$ cat src/rtl/sdw_pkg.sv
package sdw_pkg;
    localparam int VA_W   = 32;
    localparam int PA_W   = 40;
    localparam int DESC_W = 32;

    typedef enum logic [1:0] {
        WS_OK     = 2'd0,
        WS_FAULT  = 2'd1,
        WS_MEMERR = 2'd2
    } walk_status_e;

    typedef enum logic [2:0] {
        S_IDLE,
        S_L1_REQ,
        S_L1_WAIT,
        S_L2_REQ,
        S_L2_WAIT,
        S_RESP
    } walk_state_e;

    typedef enum logic [1:0] {
        L1K_INVALID,
        L1K_TABLE,
        L1K_MAP
    } l1_kind_e;

    typedef struct packed {
        logic [PA_W-1:0] pa;
        logic            wr;
        logic            ex;
    } map_t;
endpackage

$ cat src/rtl/sdw_base_sel.sv
module sdw_base_sel
    import sdw_pkg::*;
#(
    parameter int N_W = 3
) (
    input  logic [11:0]       va_hi,
    input  logic [N_W-1:0]    n,
    input  logic              dis0,
    input  logic              dis1,
    input  logic [VA_W-1:0]   base0,
    input  logic [VA_W-1:0]   base1,
    output logic [VA_W-1:0]   l1_addr,
    output logic              disabled
);
    localparam int HI_W = 12;

    logic             use1;
    logic [N_W-1:0]   eff_n;
    logic [VA_W-1:0]  base;
    logic [4:0]       base_sh;
    logic [4:0]       top_sh;
    logic [HI_W-1:0]  idx;

    always_comb begin
        top_sh  = 5'(HI_W) - 5'(n);
        use1    = (n != '0) && ((va_hi >> top_sh) != '0);
        eff_n   = use1 ? '0 : n;
        base    = use1 ? base1 : base0;
        disabled = use1 ? dis1 : dis0;
        base_sh = 5'd14 - 5'(eff_n);
        idx     = va_hi & ({HI_W{1'b1}} >> eff_n);
        l1_addr = (base & ({VA_W{1'b1}} << base_sh))
                | ({{(VA_W-HI_W){1'b0}}, idx} << 2);
    end
endmodule

$ cat src/rtl/sdw_l1_decode.sv
module sdw_l1_decode
    import sdw_pkg::*;
(
    input  logic [DESC_W-1:0] desc,
    input  logic [23:0]       va_lo,
    output l1_kind_e          kind,
    output logic [VA_W-1:0]   l2_addr,
    output map_t              map
);
    logic [2:0] unused_bits;
    assign unused_bits = {desc[9], desc[3:2]};

    always_comb begin
        unique case (desc[1:0])
            2'b00:   kind = L1K_INVALID;
            2'b01:   kind = L1K_TABLE;
            default: kind = L1K_MAP;
        endcase
        l2_addr = {desc[31:10], va_lo[19:12], 2'b00};
        if (desc[18]) begin
            map.pa = {desc[8:5], desc[23:20], desc[31:24], va_lo[23:0]};
        end else begin
            map.pa = {8'b0, desc[31:20], va_lo[19:0]};
        end
        map.wr = ~desc[15];
        map.ex = ~desc[4];
    end
endmodule

$ cat src/rtl/sdw_l2_decode.sv
module sdw_l2_decode
    import sdw_pkg::*;
(
    input  logic [DESC_W-1:0] desc,
    input  logic [15:0]       va_lo,
    output logic              valid,
    output map_t              map
);
    logic [8:0] unused_bits;
    assign unused_bits = {desc[11:10], desc[8:2]};

    always_comb begin
        valid = desc[1:0] != 2'b00;
        if (desc[1]) begin
            map.pa = {8'b0, desc[31:12], va_lo[11:0]};
            map.ex = ~desc[0];
        end else begin
            map.pa = {8'b0, desc[31:16], va_lo[15:0]};
            map.ex = ~desc[15];
        end
        map.wr = ~desc[9];
    end
endmodule

$ cat src/rtl/sdw_walker.sv
module sdw_walker
    import sdw_pkg::*;
#(
    parameter int N_W = 3
) (
    input  logic              clk,
    input  logic              rst_n,
    input  logic              req_valid,
    output logic              req_ready,
    input  logic [31:0]       req_va,
    input  logic [N_W-1:0]    cfg_n,
    input  logic              cfg_dis0,
    input  logic              cfg_dis1,
    input  logic [31:0]       cfg_base0,
    input  logic [31:0]       cfg_base1,
    output logic              mem_req_valid,
    input  logic              mem_req_ready,
    output logic [31:0]       mem_req_addr,
    input  logic              mem_rsp_valid,
    input  logic [31:0]       mem_rsp_data,
    input  logic              mem_rsp_err,
    output logic              rsp_valid,
    output logic [1:0]        rsp_status,
    output logic [39:0]       rsp_pa,
    output logic              rsp_write,
    output logic              rsp_exec
);
    walk_state_e      state, nxt;
    logic [23:0]      va_q;
    logic [VA_W-1:0]  addr_q;
    walk_status_e     status_q;
    map_t             res_q;

    logic [VA_W-1:0]  l1_addr;
    logic             sel_dis;
    l1_kind_e         l1_kind;
    logic [VA_W-1:0]  l2_addr;
    map_t             l1_map;
    logic             l2_valid;
    map_t             l2_map;
    localparam map_t  MAP_NONE = '0;

    sdw_base_sel #(.N_W(N_W)) i_sel (
        .va_hi    (req_va[31:20]),
        .n        (cfg_n),
        .dis0     (cfg_dis0),
        .dis1     (cfg_dis1),
        .base0    (cfg_base0),
        .base1    (cfg_base1),
        .l1_addr  (l1_addr),
        .disabled (sel_dis)
    );

    sdw_l1_decode i_l1 (
        .desc    (mem_rsp_data),
        .va_lo   (va_q),
        .kind    (l1_kind),
        .l2_addr (l2_addr),
        .map     (l1_map)
    );

    sdw_l2_decode i_l2 (
        .desc  (mem_rsp_data),
        .va_lo (va_q[15:0]),
        .valid (l2_valid),
        .map   (l2_map)
    );

    always_comb begin
        nxt = state;
        unique case (state)
            S_IDLE:    if (req_valid) nxt = sel_dis ? S_RESP : S_L1_REQ;
            S_L1_REQ:  if (mem_req_ready) nxt = S_L1_WAIT;
            S_L1_WAIT: if (mem_rsp_valid) begin
                           if (!mem_rsp_err && l1_kind == L1K_TABLE) nxt = S_L2_REQ;
                           else nxt = S_RESP;
                       end
            S_L2_REQ:  if (mem_req_ready) nxt = S_L2_WAIT;
            S_L2_WAIT: if (mem_rsp_valid) nxt = S_RESP;
            S_RESP:    nxt = S_IDLE;
            default:   nxt = S_IDLE;
        endcase
    end

    always_ff @(posedge clk) begin
        if (!rst_n) state <= S_IDLE;
        else        state <= nxt;
    end

    always_ff @(posedge clk) begin
        if (!rst_n) begin
            va_q     <= '0;
            addr_q   <= '0;
            status_q <= WS_OK;
            res_q    <= MAP_NONE;
        end else begin
            unique case (state)
                S_IDLE: if (req_valid) begin
                    va_q     <= req_va[23:0];
                    addr_q   <= l1_addr;
                    status_q <= WS_FAULT;
                    res_q    <= MAP_NONE;
                end
                S_L1_WAIT: if (mem_rsp_valid) begin
                    if (mem_rsp_err) begin
                        status_q <= WS_MEMERR;
                    end else begin
                        unique case (l1_kind)
                            L1K_TABLE: addr_q <= l2_addr;
                            L1K_MAP: begin
                                status_q <= WS_OK;
                                res_q    <= l1_map;
                            end
                            default: status_q <= WS_FAULT;
                        endcase
                    end
                end
                S_L2_WAIT: if (mem_rsp_valid) begin
                    if (mem_rsp_err) begin
                        status_q <= WS_MEMERR;
                    end else if (l2_valid) begin
                        status_q <= WS_OK;
                        res_q    <= l2_map;
                    end else begin
                        status_q <= WS_FAULT;
                    end
                end
                default: ;
            endcase
        end
    end

    assign req_ready     = (state == S_IDLE);
    assign mem_req_valid = (state == S_L1_REQ) || (state == S_L2_REQ);
    assign mem_req_addr  = addr_q;
    assign rsp_valid     = (state == S_RESP);
    assign rsp_status    = status_q;
    assign rsp_pa        = res_q.pa;
    assign rsp_write     = res_q.wr;
    assign rsp_exec      = res_q.ex;
endmodule

$ cat config.mk
export PLATFORM = sky130hd
export DESIGN_NAME = sdw_walker
export DESIGN_NICKNAME = d
export VERILOG_FILES = /design/src/rtl/sdw_pkg.sv /design/src/rtl/sdw_base_sel.sv /design/src/rtl/sdw_l1_decode.sv /design/src/rtl/sdw_l2_decode.sv /design/src/rtl/sdw_walker.sv
export SDC_FILE = /design/constraint.sdc
export NUM_CORES = 1
export LEC_CHECK = 0
export ABC_AREA = 0
export CORE_UTILIZATION = 40
export CTS_BUF_LIST = sky130_fd_sc_hd__clkbuf_16
export DETAILED_ROUTE_END_ITERATION = 6
export PLACE_DENSITY = 0.72
export SLEW_MARGIN = 10
export SYNTH_ARGS = -nofsm -noshare
export SYNTH_HDL_FRONTEND = slang
export SYNTH_SLANG_ARGS = --single-unit
$ cat constraint.sdc
create_clock -name clk -period 5.4 [get_ports clk]
set_input_delay 0.54 -clock clk [delete_from_list [all_inputs] [get_ports clk]]
set_output_delay 0.54 -clock clk [all_outputs]
set_load 0.02 [all_outputs]
# [After elaboration in Yosys (flattened, before gate mapping)]
# Cells that the tools add are included.
[totals] regBits=103 inputBits=139 out_inout_bits=79 elab_cells=90
[op_classes] bitwise_logic=7 muxes=36 n_reduce_logical=16 shifts=3 n_eq_ne=19 add_sub_neg=2
[ops] op="two-way mux 42 bit" count=7
[ops] op="two-way mux 32 bit" count=5
[ops] op="one-hot mux 42 bit (3 select lines)" count=1
[ops] op="one-hot mux 32 bit (2 select lines)" count=1
[ops] op="two-way mux 40 bit" count=1
[ops] op="bitwise AND 32 bit" count=1
[ops] op="OR 32 x 14 -> 32 bit" count=1
[ops] op="left shift 32 x 5 -> 32 bit (first input constant)" count=1
[ops] op="two-way mux 3 bit" count=8
[ops] op="inequality test 2 bit (second input constant)" count=9
[ops] op="two-way mux 16 bit" count=1
[ops] op="one-hot mux 3 bit (5 select lines)" count=1
[ops] op="AND reduction 5 bit" count=3
[ops] op="bitwise AND 12 bit" count=1
[ops] op="nonzero test 12 bit" count=1
[ops] op="right shift 12 x 3 -> 12 bit (first input constant)" count=1
[ops] op="right shift 12 x 5 -> 12 bit" count=1
[ops] op="two-way mux 2 bit" count=5
[ops] op="subtractor 4 x 3 -> 5 bit (first input constant)" count=2
[ops] op="one-hot mux 2 bit (2 select lines)" count=2
[ops] op="AND reduction 8 bit" count=1
[ops] op="== test 3 x 2 -> 1 bit (second input constant)" count=2
[ops] op="== test 3 bit (second input constant)" count=2
[ops] op="one-hot mux 2 bit (3 select lines)" count=1
[ops] op="other kinds (15)" count=24

# [Longest topological paths before layout]
[depth] depth_word=11 ltp_mapped=18 mapped_depth_nobuf=16

# [Hierarchy]
# A second synthesis with hierarchy kept.
[unflattened] hier_cells=732 area_unflattened_um2=6580.1
[modules_own_cells] module="sdw_walker" n_inst=1 area_each_um2=4749.6 seq_area_each_um2=2062.0 cells_each=504
[modules_own_cells] module="sdw_base_sel" n_inst=1 area_each_um2=870.8 seq_area_each_um2=0.0 cells_each=105
[modules_own_cells] module="sdw_l1_decode" n_inst=1 area_each_um2=594.3 seq_area_each_um2=0.0 cells_each=78
[modules_own_cells] module="sdw_l2_decode" n_inst=1 area_each_um2=365.4 seq_area_each_um2=0.0 cells_each=45

# [Least setup slack after synthesis]
# Ideal clock, no wire load.
[synth_path] path_kind="input -> register" start="input port cfg_n[0]" end="register addr_q[9], in the netlist mem_req_addr[9]" path_buffers=2 path_slack_ps=2025 setup_ps=74 required_ps=5326 cell_stages=17 t_arrival_ps=3301 cell_sequence="buf_4 -> inv_2 -> ha_1 -> ha_1 -> nand2b_1 -> nor2_1 -> a211oi_1 -> a41o_1 -> buf_2 -> and2_1 -> ha_1 -> inv_1 -> ha_1 -> nor2b_1 -> nand2_1 -> or2_2 -> a31oi_1"
[synth_between] elab_chain_len=11 word_cells_on_any_way=15 cone_classes="add/sub (2); shift (3); mux (4); bitwise (3); reduce/logical (3)"
[synth_rtl] element="start, declared" line_no="sdw_walker.sv:11" source="input logic [N_W-1:0] cfg_n,"
[synth_rtl] element="subtractor 4 x 3 -> 5 bit" line_no="sdw_base_sel.sv:25" source="top_sh = 5'(HI_W) - 5'(n);"
[synth_rtl] element="right shift 12 x 5 -> 12 bit" line_no="sdw_base_sel.sv:26" source="use1 = (n != '0) && ((va_hi >> top_sh) != '0);"
[synth_rtl] element="nonzero test 12 bit" line_no="sdw_base_sel.sv:26"
[synth_rtl] element="logical AND 1 bit" line_no="sdw_base_sel.sv:26"
[synth_rtl] element="two-way mux 3 bit" line_no="sdw_base_sel.sv:27" source="eff_n = use1 ? '0 : n;"
[synth_rtl] element="subtractor 4 x 3 -> 5 bit" line_no="sdw_base_sel.sv:30" source="base_sh = 5'd14 - 5'(eff_n);"
[synth_rtl] element="left shift 32 x 5 -> 32 bit" line_no="sdw_base_sel.sv:32" source="l1_addr = (base & ({VA_W{1'b1}} << base_sh))"
[synth_rtl] element="bitwise AND 32 bit" line_no="sdw_base_sel.sv:32"
[synth_rtl] element="OR 32 x 14 -> 32 bit *" line_no="sdw_base_sel.sv:33" source="| ({{(VA_W-HI_W){1'b0}}, idx} << 2);"
[synth_rtl] element="two-way mux 32 bit *" line_no="sdw_walker.sv:98" source="S_IDLE: if (req_valid) begin"
[synth_rtl] element="one-hot mux 32 bit (2 select lines) *" line_no="sdw_walker.sv:97" source="unique case (state)"
[synth_rtl] element="end signal, assigned" line_no="sdw_walker.sv:100" source="addr_q <= l1_addr;"
[synth_rtl] element="end signal, assigned" line_no="sdw_walker.sv:109" source="L1K_TABLE: addr_q <= l2_addr;"
[synth_rtl] element="end, declared" line_no="sdw_walker.sv:30" source="logic [VA_W-1:0] addr_q;"
# Mark *: on every way between the ends. The rest lies on a longest branch, timed or not. The select of a mux whose other input is x is not followed.
# A chain may end at the register's enable or synchronous reset.

# [Worst setup path after layout]
# Same ends and word-level chain as after synthesis.

==> flow_metrics.env <==
export IMPL_worst_hold_slack_ns=0.465
export IMPL_initial_core_util_pct=41.6
export IMPL_cts_sinks=103
export IMPL_gp_congestion=0.845
export IMPL_drv_cap=0
export IMPL_drt_wl_total_um=17300
export IMPL_critPathCaptureType="flip-flop"
export IMPL_drc=0
export IMPL_hpwl_um=12800
export IMPL_path_cells="clkdlybuf4s50_1 -> inv_2 -> ha_1 -> ha_1 -> nand2b_1 -> nor2_1 -> a211oi_1 -> a41o_1 -> buf_4 -> nand2_1 -> ha_1 -> nor2b_1 -> nand2_1 -> or2_2 -> a31oi_1"
export IMPL_synth_largest_area_cell="dfxtp_1"
export IMPL_die_w_um=115
export IMPL_fin_crit_sh_pct=70.6
export IMPL_track_usage_pct=26.3
export IMPL_synth_top_area_share_pct=40.5
export IMPL_synth_edf_count=0
export IMPL_htreeDepth=3
export IMPL_critPathKind="primary input to flip-flop"
export IMPL_path_buf_inv=3
export IMPL_antenna_found_initial=0
export IMPL_post_route_util_pct=60.7
export IMPL_worstHoldPathType="flip-flop to flip-flop"
export IMPL_core_area_sq_um=12200
export IMPL_cts_tree="done"
export IMPL_ir_drop_mv=0.177
export IMPL_synth_most_common_cell="nand2_1"
export IMPL_period_needed_ns=3.81
export IMPL_grt_overflow=0
export IMPL_highest_layer="met4"
export IMPL_io_pins=218
export IMPL_port_buffers=204
export IMPL_n_antenna_cell=0
export IMPL_tightest_slew_ns=1.19
export IMPL_dr_wl_met2_um=8400
export IMPL_dp_slack_ns=1.28
export IMPL_clk_latency_ns=0.35
export IMPL_critPathSlowestCell="clkdlybuf4s50_1"
export IMPL_postSynthCellCount=610
export IMPL_ys_seq_area_share_pct=40.5
export IMPL_crit_fanout=22
export IMPL_rsz0062_at_grt="false"
export IMPL_netlist_area_sq_um=5090
export IMPL_numCtsBuffers=9
export IMPL_cts_hold_fix_buffers=0
export IMPL_area_delta_synth_final_pct=45.6
export IMPL_cp_start_kind="primary input"
export IMPL_clock_skew_ns=0.00617
export IMPL_fin_ws_ns=1.59
export IMPL_syn_nets=757
export IMPL_drive_above_1_share_pct=3.58
export IMPL_die_area_sq_um=13200
export IMPL_vias_per_cell=5.48
export IMPL_worstPathRequired_ns=5.68
export IMPL_powerDensity_nw_per_um2=295
export IMPL_finalMaxSlewViolations=0
export IMPL_ys_top_cells_by_count="nand2_1, dfxtp_1, a21boi_0, nand3_1, clkbuf_1"
export IMPL_hold_viol=0
export IMPL_postSynthAreaPerCell_sq_um=8.34
export IMPL_leakagePower_nw=2.66
export IMPL_dr_pass1_iters=5
export IMPL_synth_area_leaders="dfxtp_1, a21boi_0, nand2_1"
export IMPL_met1Wirelength_um=7270
export IMPL_crit_arrival_ns=4.09
export IMPL_nNetsFinal=925
export IMPL_slew_headroom_pct=20.1
export IMPL_grt_pass1_vias=5097
export IMPL_die_h_um=115
export IMPL_drt_iter0_markers=384
export IMPL_ys_seq_elements=103
export IMPL_met3_length_um=1270
export IMPL_max_stage_delay_ns=0.71
export IMPL_path_delay_family="buffers and inverters"
export IMPL_async_flop_share_pct=0
export IMPL_grt_pass1_wl_um=26500
export IMPL_cts_buffer_depth=2
export IMPL_clk_pin_slew_ns=0.07
export IMPL_vias=5216
export IMPL_setup_violations=0
export IMPL_wl_per_cell_um=18.2
export IMPL_cts_resized=0
export IMPL_ant_nets=0
export IMPL_rows=40
export IMPL_post_cts_setup_buffers=0
export IMPL_yosysWarnings=0
export IMPL_synthFlopType="dfxtp_1"
export IMPL_fmax_ghz=0.262
export IMPL_synth_cell_type_count=57
export IMPL_cts_root_buffer="clkbuf_16"
export IMPL_tns_ns=0
export IMPL_status="complete, no violations"
export IMPL_critPathMostFrequentCell="ha_1"
export IMPL_grt_max_degree=85
-- flip-flops by register name, summed over array words and instances, names as in the netlist --
register / flops
mem_req_addr: 32
rsp_pa: 40
state: 3
va_q: 24
rsp_exec: 1
rsp_status: 2
rsp_write: 1
-- worst reg2reg max path, cell delays in order, from the launching register on --
cell and delay, ns:
dfxtp_1 0.45, nor3_1 0.42, and2_1 0.89, nand2_1 0.19, nor2_1 0.94, a221o_1 0.30
-- metal layers --
| layer | vias to the layer above | GRT usage (%) |
|---|---|---|
| li1 | 2524 | - |
| met1 | 2456 | 31.1 |
| met2 | 213 | 46.2 |
| met3 | 23 | 6.43 |
| met4 | 0 | 9.70 |
| met5 | - | 0 |
-- cell families after synthesis --
kind of cell | Yosys count | share of synthesized area, %
compound gates | 190 | 27.7
mux | 15 | 2.98
flops | 103 | 40.5
buf+inv | 65 | 5.76
fa+ha+maj | 9 | 2.16
simple gates | 228 | 20.8
-- cell type report --
cell class / instances / area [sq um]
clock buffer: 9 / 225
clock inverter: 7 / 57.6
fill: 1142 / 4800
inverter: 14 / 52.6
multi-input combinational: 442 / 2730
sequential: 103 / 2060
tap: 168 / 210
timing repair buffer: 208 / 2070
-- per-stage QoR --
stage | cell area [sq um] | cells | total power [mW]
4_1_cts | 7410 | 951 | 2.20
5_1_grt | 7410 | 951 | 2.29
3_5_place_dp | 7120 | 935 | 1.58
3_3_place_gp | 7120 | 935 | 1.57
6_report | 7410 | 951 | 2.19
2_1_floorplan | 5090 | 610 | 1.29
-- cell usage in the layout (no fill, tap or decap), drive strengths merged, types with 3 or more instances in the layout --
cell type,count
a21boi,65
a22o,20
o211a,3
o21a,3
o22ai,4
a31oi,3
o2111ai,3
a221o,17
o221ai,3
and2,7
nor2b,3
mux2i,14
o21ai,21
or3,6
o211ai,8
clkdlybuf4s50,203
a21oi,23
a211oi,3
nand2,119
ha,8
nand3,46
clkinv,5
dfxtp,103
nand2b,11
buf,5
inv,15
nor2,17
clkbuf,9
nand4,4
and3,4
-- report_power, final --
part           leakage [nW]  switching [mW]  internal (mW)  total, mW
Combinational          1.69           0.382          0.291      0.674
Clock                 0.134           0.302          0.318      0.620
Sequential            0.839          0.0597          0.832      0.892
Total                  2.66           0.744           1.44       2.19
-- worst paths after layout --
path	cells after the start	start	slack, ns	end
worst max-delay path	15	cfg_n[0]	1.59	mem_req_addr[9]$_SDFFE_PN0P_
worst min register to register	2	rsp_pa[21]$_SDFFE_PN0P_	0.46	rsp_pa[21]$_SDFFE_PN0P_
worst max register to register	5	state[2]$_SDFFE_PN0P_	2.14	mem_req_addr[21]$_SDFFE_PN0P_
worst min-delay path	2	rsp_pa[21]$_SDFFE_PN0P_	0.46	rsp_pa[21]$_SDFFE_PN0P_
Power figures use the tool's default switching activity.
